<file path="config.mk">
export PLATFORM = sky130hd
export DESIGN_NAME = ag_lock_ctrl
export DESIGN_NICKNAME = d
export VERILOG_FILES = /design/src/rtl/ag_lock_pkg.sv /design/src/rtl/ag_range.sv /design/src/rtl/ag_lock_store.sv /design/src/rtl/ag_perm_eval.sv /design/src/rtl/ag_lock_ctrl.sv
export SDC_FILE = /design/constraint.sdc
export NUM_CORES = 2
export LEC_CHECK = 0
export ABC_CLOCK_PERIOD_IN_PS = 7700
export BUFFER_PORTS_ARGS = -buffer_cell sky130_fd_sc_hd__clkbuf_2
export CAP_MARGIN = 25
export CORE_MARGIN = 1.5
export CORE_UTILIZATION = 30
export DETAILED_ROUTE_END_ITERATION = 7
export MAX_ROUTING_LAYER = met4
export PLACE_DENSITY = 0.5
export SETUP_SLACK_MARGIN = 0.1
export SKIP_CTS_REPAIR_TIMING = 1
export SLEW_MARGIN = 20
export SYNTH_ARGS = -nofsm -noshare
export SYNTH_HDL_FRONTEND = slang
export SYNTH_SLANG_ARGS = --single-unit
</file>
<file path="constraint.sdc">
create_clock -name clk -period 7.7 [get_ports clk]
set_input_delay 1.155 -clock clk [delete_from_list [all_inputs] [get_ports clk]]
set_output_delay 1.155 -clock clk [all_outputs]
set_load 0.02 [all_outputs]
</file>
<file path="src/rtl/ag_lock_pkg.sv">
package ag_lock_pkg;
  typedef enum logic [2:0] {
    OP_SETPWD = 3'd0,
    OP_RDLOCK = 3'd1,
    OP_WRLOCK = 3'd2,
    OP_WRSET  = 3'd3,
    OP_CHKRD  = 3'd4,
    OP_CHKWR  = 3'd5
  } op_e;

  typedef enum logic [2:0] {
    ST_OK      = 3'd0,
    ST_LOCKED  = 3'd1,
    ST_OVERRUN = 3'd2,
    ST_BADPTR  = 3'd3,
    ST_PWDFAIL = 3'd4,
    ST_NOREPLY = 3'd5,
    ST_IGNORED = 3'd6
  } st_e;

  typedef enum logic [1:0] {
    TS_READY   = 2'd0,
    TS_ARB     = 2'd1,
    TS_OPEN    = 2'd2,
    TS_SECURED = 2'd3
  } ts_e;
endpackage

</file>
<file path="src/rtl/ag_range.sv">
module ag_range #(
  parameter int ADDR_W = 12,
  parameter int WW     = 4,
  parameter int CNT_W  = 8,
  parameter int NTOT   = 256
) (
  input  logic [ADDR_W-1:0] addr,
  input  logic [CNT_W-1:0]  cnt,
  output logic [NTOT-1:0]   in_rng,
  output logic              over,
  output logic              any
);
  localparam int IW = ADDR_W - WW;

  logic [ADDR_W:0]   last_w;
  logic [IW-1:0]     first_a;
  logic [IW-1:0]     last_a;

  assign last_w  = {1'b0, addr} + {{(ADDR_W+1-CNT_W){1'b0}}, cnt} - {{ADDR_W{1'b0}}, 1'b1};
  assign any     = (cnt != '0);
  assign over    = any && last_w[ADDR_W];
  assign first_a = addr[ADDR_W-1:WW];
  assign last_a  = last_w[ADDR_W-1:WW];

  for (genvar k = 0; k < NTOT; k++) begin : g_area
    assign in_rng[k] = any && !over && (IW'(k) >= first_a) && (IW'(k) <= last_a);
  end
endmodule

</file>
<file path="src/rtl/ag_lock_store.sv">
module ag_lock_store
  import ag_lock_pkg::*;
#(
  parameter int NGRP  = 16,
  parameter int NAREA = 16,
  parameter int PWD_W = 32
) (
  input  logic                    clk,
  input  logic                    rst_n,
  input  logic                    upd_en,
  input  logic [2:0]              upd_op,
  input  logic [$clog2(NGRP)-1:0] upd_grp,
  input  logic [NAREA-1:0]        mask,
  input  logic [NAREA-1:0]        action,
  input  logic [PWD_W-1:0]        new_pwd,
  output logic [NGRP*PWD_W-1:0]   pwd_flat,
  output logic [NGRP*NAREA-1:0]   rd_vec,
  output logic [NGRP*NAREA-1:0]   wr_vec
);
  localparam int GW = $clog2(NGRP);

  for (genvar g = 0; g < NGRP; g++) begin : g_grp
    logic [PWD_W-1:0] pwd_q;
    logic [NAREA-1:0] rd_q;
    logic [NAREA-1:0] wr_q;
    logic             hit;

    assign hit = upd_en && (upd_grp == GW'(g));

    always_ff @(posedge clk) begin
      if (!rst_n) begin
        pwd_q <= '0;
        rd_q  <= '0;
        wr_q  <= '0;
      end else if (hit) begin
        case (op_e'(upd_op))
          OP_SETPWD: pwd_q <= new_pwd;
          OP_RDLOCK: rd_q  <= (rd_q & ~mask) | (mask & action);
          OP_WRLOCK: wr_q  <= (wr_q & ~mask) | (mask & action);
          OP_WRSET:  wr_q  <= wr_q | action;
          default:   ;
        endcase
      end
    end

    assign pwd_flat[g*PWD_W +: PWD_W] = pwd_q;
    assign rd_vec[g*NAREA +: NAREA]   = rd_q;
    assign wr_vec[g*NAREA +: NAREA]   = wr_q;
  end
endmodule

</file>
<file path="src/rtl/ag_perm_eval.sv">
module ag_perm_eval
  import ag_lock_pkg::*;
#(
  parameter int NTOT = 256
) (
  input  logic [NTOT-1:0] in_rng,
  input  logic            over,
  input  logic            any,
  input  logic [NTOT-1:0] rd_vec,
  input  logic [NTOT-1:0] wr_vec,
  input  logic [1:0]      bank_lock,
  input  logic            secured,
  input  logic            permalock_hit,
  output logic [2:0]      rd_st,
  output logic [2:0]      wr_st
);
  logic rd_hit;
  logic wr_hit;
  logic bank_block;

  assign rd_hit     = |(in_rng & rd_vec);
  assign wr_hit     = |(in_rng & wr_vec) || (permalock_hit && any);
  assign bank_block = any && ((bank_lock == 2'b11) || (bank_lock == 2'b10 && !secured));

  always_comb begin
    if (over)        rd_st = ST_OVERRUN;
    else if (rd_hit) rd_st = ST_LOCKED;
    else             rd_st = ST_OK;

    if (over)            wr_st = ST_OVERRUN;
    else if (wr_hit)     wr_st = ST_LOCKED;
    else if (bank_block) wr_st = ST_LOCKED;
    else                 wr_st = ST_OK;
  end
endmodule

</file>
<file path="src/rtl/ag_lock_ctrl.sv">
module ag_lock_ctrl
  import ag_lock_pkg::*;
#(
  parameter int NGRP  = 16,
  parameter int NAREA = 16,
  parameter int NWORD = 16,
  parameter int PWD_W = 32,
  parameter int CNT_W = 8
) (
  input  logic                                                  clk,
  input  logic                                                  rst_n,
  input  logic                                                  cmd_valid,
  output logic                                                  cmd_ready,
  input  logic [2:0]                                            cmd_op,
  input  logic                                                  cmd_handle_ok,
  input  logic [$clog2(NGRP):0]                                 cmd_group,
  input  logic [PWD_W-1:0]                                      cmd_pwd,
  input  logic [PWD_W-1:0]                                      cmd_new_pwd,
  input  logic [NAREA-1:0]                                      cmd_mask,
  input  logic [NAREA-1:0]                                      cmd_action,
  input  logic [$clog2(NGRP)+$clog2(NAREA)+$clog2(NWORD)-1:0]   cmd_addr,
  input  logic [CNT_W-1:0]                                      cmd_cnt,
  input  logic [1:0]                                            tag_state,
  input  logic [1:0]                                            bank_lock,
  input  logic                                                  permalock_hit,
  output logic                                                  rsp_valid,
  input  logic                                                  rsp_ready,
  output logic [2:0]                                            rsp_status,
  output logic                                                  rsp_to_arb
);
  localparam int GW     = $clog2(NGRP);
  localparam int WW     = $clog2(NWORD);
  localparam int ADDR_W = GW + $clog2(NAREA) + WW;
  localparam int NTOT   = NGRP * NAREA;

  logic                  acc;
  logic                  state_ok;
  logic                  grp_ok;
  logic [GW-1:0]         grp;
  logic [PWD_W-1:0]      sel_pwd;
  logic                  pwd_match;
  logic [NGRP*PWD_W-1:0] pwd_flat;
  logic [NTOT-1:0]       rd_vec;
  logic [NTOT-1:0]       wr_vec;
  logic [NTOT-1:0]       in_rng;
  logic                  rng_over;
  logic                  rng_any;
  logic [2:0]            rd_st;
  logic [2:0]            wr_st;
  logic [2:0]            st_n;
  logic                  arb_n;
  logic                  upd_en;

  assign cmd_ready = !rsp_valid || rsp_ready;
  assign acc       = cmd_valid && cmd_ready;
  assign state_ok  = (tag_state == TS_OPEN) || (tag_state == TS_SECURED);
  assign grp_ok    = !cmd_group[GW];
  assign grp       = cmd_group[GW-1:0];
  assign sel_pwd   = pwd_flat[grp*PWD_W +: PWD_W];
  assign pwd_match = (sel_pwd == cmd_pwd);

  ag_range #(.ADDR_W(ADDR_W), .WW(WW), .CNT_W(CNT_W), .NTOT(NTOT)) u_range (
    .addr   (cmd_addr),
    .cnt    (cmd_cnt),
    .in_rng (in_rng),
    .over   (rng_over),
    .any    (rng_any)
  );

  ag_perm_eval #(.NTOT(NTOT)) u_eval (
    .in_rng        (in_rng),
    .over          (rng_over),
    .any           (rng_any),
    .rd_vec        (rd_vec),
    .wr_vec        (wr_vec),
    .bank_lock     (bank_lock),
    .secured       (tag_state == TS_SECURED),
    .permalock_hit (permalock_hit),
    .rd_st         (rd_st),
    .wr_st         (wr_st)
  );

  always_comb begin
    st_n   = ST_OK;
    arb_n  = 1'b0;
    upd_en = 1'b0;
    if (!cmd_handle_ok || !state_ok) begin
      st_n = ST_IGNORED;
    end else begin
      case (op_e'(cmd_op))
        OP_SETPWD, OP_RDLOCK, OP_WRLOCK, OP_WRSET: begin
          if (!grp_ok) begin
            st_n = ST_BADPTR;
          end else if (op_e'(cmd_op) != OP_WRSET && !pwd_match) begin
            if (op_e'(cmd_op) == OP_SETPWD) begin
              st_n  = ST_NOREPLY;
              arb_n = 1'b1;
            end else begin
              st_n = ST_PWDFAIL;
            end
          end else begin
            upd_en = 1'b1;
          end
        end
        OP_CHKRD: st_n = rd_st;
        OP_CHKWR: st_n = wr_st;
        default:  st_n = ST_IGNORED;
      endcase
    end
  end

  ag_lock_store #(.NGRP(NGRP), .NAREA(NAREA), .PWD_W(PWD_W)) u_store (
    .clk      (clk),
    .rst_n    (rst_n),
    .upd_en   (acc && upd_en),
    .upd_op   (cmd_op),
    .upd_grp  (grp),
    .mask     (cmd_mask),
    .action   (cmd_action),
    .new_pwd  (cmd_new_pwd),
    .pwd_flat (pwd_flat),
    .rd_vec   (rd_vec),
    .wr_vec   (wr_vec)
  );

  always_ff @(posedge clk) begin
    if (!rst_n) begin
      rsp_valid  <= 1'b0;
      rsp_status <= ST_OK;
      rsp_to_arb <= 1'b0;
    end else if (acc) begin
      rsp_valid  <= 1'b1;
      rsp_status <= st_n;
      rsp_to_arb <= arb_n;
    end else if (rsp_ready) begin
      rsp_valid  <= 1'b0;
    end
  end
endmodule

</file>
# --- Word level (Yosys, flattened, before mapping) ---
# Cells that the tools add are included.
op_classes:
  bitwise_logic: 84
  reduce_logical: 603
  add_sub_neg: 2
  div_mod_pow: 0
  muxes: 37
  order_cmp: 512
  multipliers: 0
  n_eq_ne: 26
  shifts: 1
op_table:
  columns: ["operator", "count"]
  rows:
  - [">= comparator 8 bit, first input constant", 128]
  - ["<= comparator 8 bit, first input constant", 128]
  - ["OR 16 bit", 48]
  - ["logical AND 1 bit", 536]
  - ["bitwise AND 16 bit", 33]
  - ["bitwise AND 256 bit", 2]
  - [">= comparator 7 x 8 -> 1 bit, first input constant", 64]
  - ["<= comparator 7 x 8 -> 1 bit, first input constant", 64]
  - ["one-hot mux 16 bit (2 select lines)", 16]
  - ["OR reduction 256 bit", 2]
  - ["variable part select 512 x 10 -> 32 bit", 1]
  - [">= comparator 6 x 8 -> 1 bit, first input constant", 32]
  - ["<= comparator 6 x 8 -> 1 bit, first input constant", 32]
  - [">= comparator 5 x 8 -> 1 bit, first input constant", 16]
  - ["<= comparator 5 x 8 -> 1 bit, first input constant", 16]
  - ["AND reduction 2 bit", 48]
  - [">= comparator 4 x 8 -> 1 bit, first input constant", 8]
  - ["<= comparator 4 x 8 -> 1 bit, first input constant", 8]
  - ["== test 32 bit", 1]
  - ["== test 4 bit, second input constant", 8]
  - [">= comparator 3 x 8 -> 1 bit, first input constant", 4]
  - ["<= comparator 3 x 8 -> 1 bit, first input constant", 4]
  - ["two-way mux 3 bit", 6]
  - ["== test 4 x 3 -> 1 bit, second input constant", 4]
  - ["other kinds (23)", 56]
word_totals:
  romBits: 0
  reg_bits: 1029
  in_bits: 134
  out_inout_bits: 6
  ram_bits: 0
  mem_count: 0
  latch_bits: 0
  wordCells: 1316

# --- Logic depth before layout (Yosys ltp) ---
depth:
  ltp_word: 14
  ltp_mapped: 23
  ltp_nobuf: 16

# --- Modules after synthesis ---
# From an unflattened synthesis, not the netlist that was laid out.
hier_totals:
  hier_cells: 5948
  area_unflattened_um2: 55294.3
by_module_without_submodules:
  columns: ["module", "cells_each", "seq_area_each_um2", "instances", "area_per_inst_um2"]
  rows:
  - ["ag_lock_store", 4106, 20499.7, 1, 41357.2]
  - ["ag_range", 1051, 0.0, 1, 6110.9]
  - ["ag_lock_ctrl", 471, 100.1, 1, 5262.5]
  - ["ag_perm_eval", 320, 0.0, 1, 2563.7]

# --- Worst setup path after synthesis ---
# Ideal clock, no wire load.
synth_path:
  kind: "input port to flip-flop"
  start: "input port cmd_addr[7]"
  end: "register rsp_status[0]"
  path_slack_ns: 2.019
  arrival_time_ns: 5.550
  path_stages: 20
  setup_ns: 0.131
  n_path_buf: 4
  required_ns: 7.569
  path_cell_list: "clkbuf_1 > inv_1 > clkbuf_1 > ha_1 > inv_1 > ha_1 > clkbuf_1 > o21a_1 > o211ai_1 > a211o_1 > and4_1 > clkbuf_1 > o211ai_2 > o221ai_1 > and3_1 > a32o_1 > or4_1 > or4_1 > nor4_1 > a211oi_1"
synth_via:
  elab_chain_len: 14
  elab_cells_between_ends: 1040
  cone_classes: "2 x add/sub; 512 x order compare; 6 x mux; 2 x bitwise; 518 x reduce/logical"
synth_lines:
  columns: ["element", "line", "text"]
  rows:
  - ["start: declaration", "ag_lock_ctrl.sv:21", "input logic [$clog2(NGRP)+$clog2(NAREA)+$clog2(NWORD)-1:0] cmd_addr,"]
  - ["parallel branches: the longest is 12 deep, another holds adder 12 x 8 -> 13 bit", null, null]
  - ["one-hot mux 3 bit (3 select lines) *", "ag_lock_ctrl.sv:90", "case (op_e'(cmd_op))"]
  - ["two-way mux 3 bit *", "ag_lock_ctrl.sv:87", "if (!cmd_handle_ok || !state_ok) begin"]
  - ["end signal: assignment", "ag_lock_ctrl.sv:133", "rsp_status <= st_n;"]
  - ["end: declaration", "ag_lock_ctrl.sv:28", "output logic [2:0] rsp_status,"]
# Mark *: on every way between the ends.
# A chain may end at the register's enable or synchronous reset.

# --- Worst setup path in the final report ---
layout_path:
  start: "input port cmd_addr[4]"
  end: "register rsp_status[0]"
# Same word-level chain as after synthesis.

==> impl_metrics.toml <==
[critical_path]
max_stage_delay_ns = 0.85
critPathKind = "in -> reg"
worst-r2r-setup-slack_ns = 2.48
path_max_fanout = 21
start_kind = "input port"
endpoint_kind = "register"
cp_data_required_time_ns = 8.37
cp_common_cell = "buf_4"
reg2reg_depth = 13
cp_slowest_cell = "a2111oi_1"
worstPathCellList = "clkbuf_2 > inv_1 > ha_1 > inv_1 > ha_1 > and3b_4 > a22oi_1 > o221ai_1 > buf_4 > nor2_4 > buf_4 > buf_4 > nand2_1 > a2111oi_1 > a32o_1 > a221oi_1 > and4_1 > o2111ai_1 > nor4_1 > a211oi_1"
worstPathArrival_ns = 7.26

[drt]
wl_per_cell_microns = 42.5
ant_nets = 0
drc_errors = 0
totalWireLength_mm = 432
dr.pass1.iters = 6
vias = 63300
drtIter0Drc = 8393
vias_per_cell = 6.22

[synthesis]
syn-mean-instance-area_sq_um = 8.09
syn_area_sq_um = 58800
synth_cell_types = 104
yosysSeqAreaShare_pct = 35.0
netlist_instances = 7261
synth-edff-count = 0
ys_warn_count = 0
synthesis.nets = 7422
synth_seq_cells = 1029
synthArstFlopShare_pct = 0
synth-main-ff-cell = "dfxtp_1"

[timing]
rsz0062_at_grt = "false"
layout_min_cycle_time_ns = 6.59
clock.fmax_mhz = 152
skew_ns = 0.0754
worst_pin_slew_ns = 1.23
setup-violations-final = 0
finalSetupTns_ns = 0
max_slew_margin_pct = 17.4
min_period_over_period_pct = 85.6
hold_viol_final = 0
maxSlewViolCount = 0

[place]
place.gp.congestion = 1.11
place_area_sq_um = 65200
place_hpwl_mm = 318
numPortBuffers = 139

[global_routing]
gr-total-overflow = 0
grt_pass1_wl_mm = 563
grt_pass1_vias = 57900
grt_start_max_net_pins = 284
track_usage_pct = 43.4
antenna_found_initial = 63

[final_layout]
nets = 7560
syn2layout_area_growth_pct = 17.9
drive_gt1_share_pct = 15.1
fin_area_sq_um = 69300

[power]
powerDensity_nw_per_um2 = 213
p_leak_nw = 22.7
switchingPower_mw = 5.34
ir_worst_vdd_mv = 0.199
p_comb_share_pct = 24.5
intPower_mw = 9.46
swShare_pct = 36.1
seqPwrFrac_pct = 36.0
clockPowerShare_pct = 39.6

[die]
io_pins = 140
fp.dieArea_sq_um = 199000
die_w_microns = 446
die_y_microns = 446
start_util_pct = 30.2
design.core.area_sq_um = 195000
row_count = 162

[run_status]
status = "finished clean"

[clock_tree]
cts_tree = "built"
cts_num_sinks = 1029
htreeDepth = 3
cts_max_path_buffers = 3
clkTransAtPathRegs_ns = 0.07
ctsRootBufferMaster = "clkbuf_16"
clock_latency_ns = 0.83
cts_buffers = 119

[min_path]
hold_depth = 2
hold_class = "reg -> reg"

[flow_run]
drv_cap = 0
-- final timing paths --
kind,startpoint,endpoint
min,u_store.g_grp[8].pwd_q[14],u_store.g_grp[8].pwd_q[14]
max reg2reg,u_store.g_grp[11].pwd_q[20],u_store.g_grp[9].pwd_q[12]
max,cmd_addr[4],rsp_status[0]
min reg2reg,u_store.g_grp[8].pwd_q[14],u_store.g_grp[8].pwd_q[14]
-- cell type report --
class | instances | area [sq um]
Clock buffer | 193 | 3580
Antenna cell | 53 | 133
Clock inverter | 32 | 397
Inverter | 53 | 199
Sequential cell | 1029 | 20600
Tap cell | 2624 | 3280
Multi-Input combinational cell | 5488 | 35600
Timing Repair Buffer | 708 | 5490
Fill cell | 20300 | 125000
-- cells in the final DEF (no fill, tap or decap), types with 19 or more instances in the layout --
master	n
nor4_1	57
clkbuf_8	31
o221ai_1	25
and2_1	21
clkbuf_2	134
nand2b_1	20
buf_12	39
a22oi_1	44
clkbuf_16	120
diode_2	53
a211oi_1	53
buf_4	525
o22ai_1	27
a21oi_1	151
dfxtp_1	1029
mux4_2	98
nor3_1	64
o2111ai_1	60
o21ai_0	707
a32oi_1	36
inv_1	51
a221oi_1	23
nor2b_1	399
nor2_1	394
a21boi_1	49
nand3_1	423
nand4_1	259
ha_1	24
a21boi_0	598
clkbuf_1	43
a31oi_1	43
o211ai_1	34
nor2_4	24
and3_1	30
mux2i_1	487
a21o_1	19
nand3b_1	22
nand2_1	938
-- cells in the mapped netlist (46+ instances only) --
| cell type | instances | area share (%) |
|---|---|---|
| nand4_1 | 259 | 2.8 |
| dfxtp_1 | 1029 | 35 |
| mux4_2 | 98 | 3.8 |
| nand2_1 | 944 | 6.0 |
| nor4_1 | 65 | 0.69 |
| a21oi_1 | 155 | 1.3 |
| o21ai_0 | 713 | 6.1 |
| o2111ai_1 | 61 | 0.91 |
| buf_1 | 46 | 0.29 |
| nor2_1 | 411 | 2.6 |
| nor3_1 | 73 | 0.62 |
| a21boi_1 | 49 | 0.63 |
| nand3_1 | 430 | 3.7 |
| mux2i_1 | 487 | 8.3 |
| a21boi_0 | 598 | 7.6 |
| a211oi_1 | 62 | 0.79 |
| inv_1 | 51 | 0.33 |
| clkbuf_1 | 499 | 3.2 |
| nor2b_1 | 402 | 4.3 |
| buf_2 | 128 | 1.1 |
-- worst max-delay path: cells and delay by family --
kind | cells | cell delay, ns
adders and majority gates | 2 | 0.69
AOI/OAI and AO/OA | 7 | 2.58
and+or+nand+nor | 5 | 1.67
buffers and inverters | 6 | 1.10
-- power groups by stage --
stage / Combinational, mW / Clock [mW] / Sequential, mW
after floorplan: 1.29 / 0 / 5.44
after global placement: 3.46 / 0 / 5.44
after detailed placement: 3.41 / 0 / 5.44
after CTS: 3.43 / 5.94 / 5.33
after global routing: 3.50 / 6.12 / 5.32
final: 3.62 / 5.85 / 5.33
-- routing by layer --
| layer | global-route usage, % | wire length, microns | vias to the layer above | part of all wire (%) |
|---|---|---|---|---|
| met2 | 65.6 | 190000 | 3578 | 44 |
| met1 | 52.9 | 174000 | 32200 | 40 |
| li1 | - | - | 26700 | - |
| met3 | 7.35 | 31800 | 898 | 7.4 |
| met5 | - | 0 | - | 0 |
| met4 | 29.5 | 35800 | 0 | 8.3 |
-- stage by stage --
step                      util [%]  hold WS, ns  total power, mW  cells  worst slack [ns]
after floorplan                  -        0.428             6.73   7261              2.02
after global placement        33.4        0.434             8.90   9894             0.169
after detailed placement      33.5        0.442             8.86   9902             0.515
after CTS                     35.5        0.451             14.7  10100              1.30
after global routing          35.6        0.466             14.9  10200              1.11
final                         35.6        0.450             14.8  10200              1.11
-- cell families (layout without fill, tap and decap cells) --
| kind of cell | after synthesis | in the layout | share of synthesized area, % |
|---|---|---|---|
| compound gates | 2051 | 2051 | 23.2 |
| xor+xnor | 35 | 35 | 0.566 |
| fa+ha+maj | 28 | 28 | 0.592 |
| buf+inv | 744 | 986 | 5.17 |
| flops | 1029 | 1029 | 35.0 |
| mux | 593 | 593 | 12.2 |
| other cells | 0 | 53 | 0 |
| simple gates | 2781 | 2781 | 23.2 |
Power figures use the tool's default switching activity.
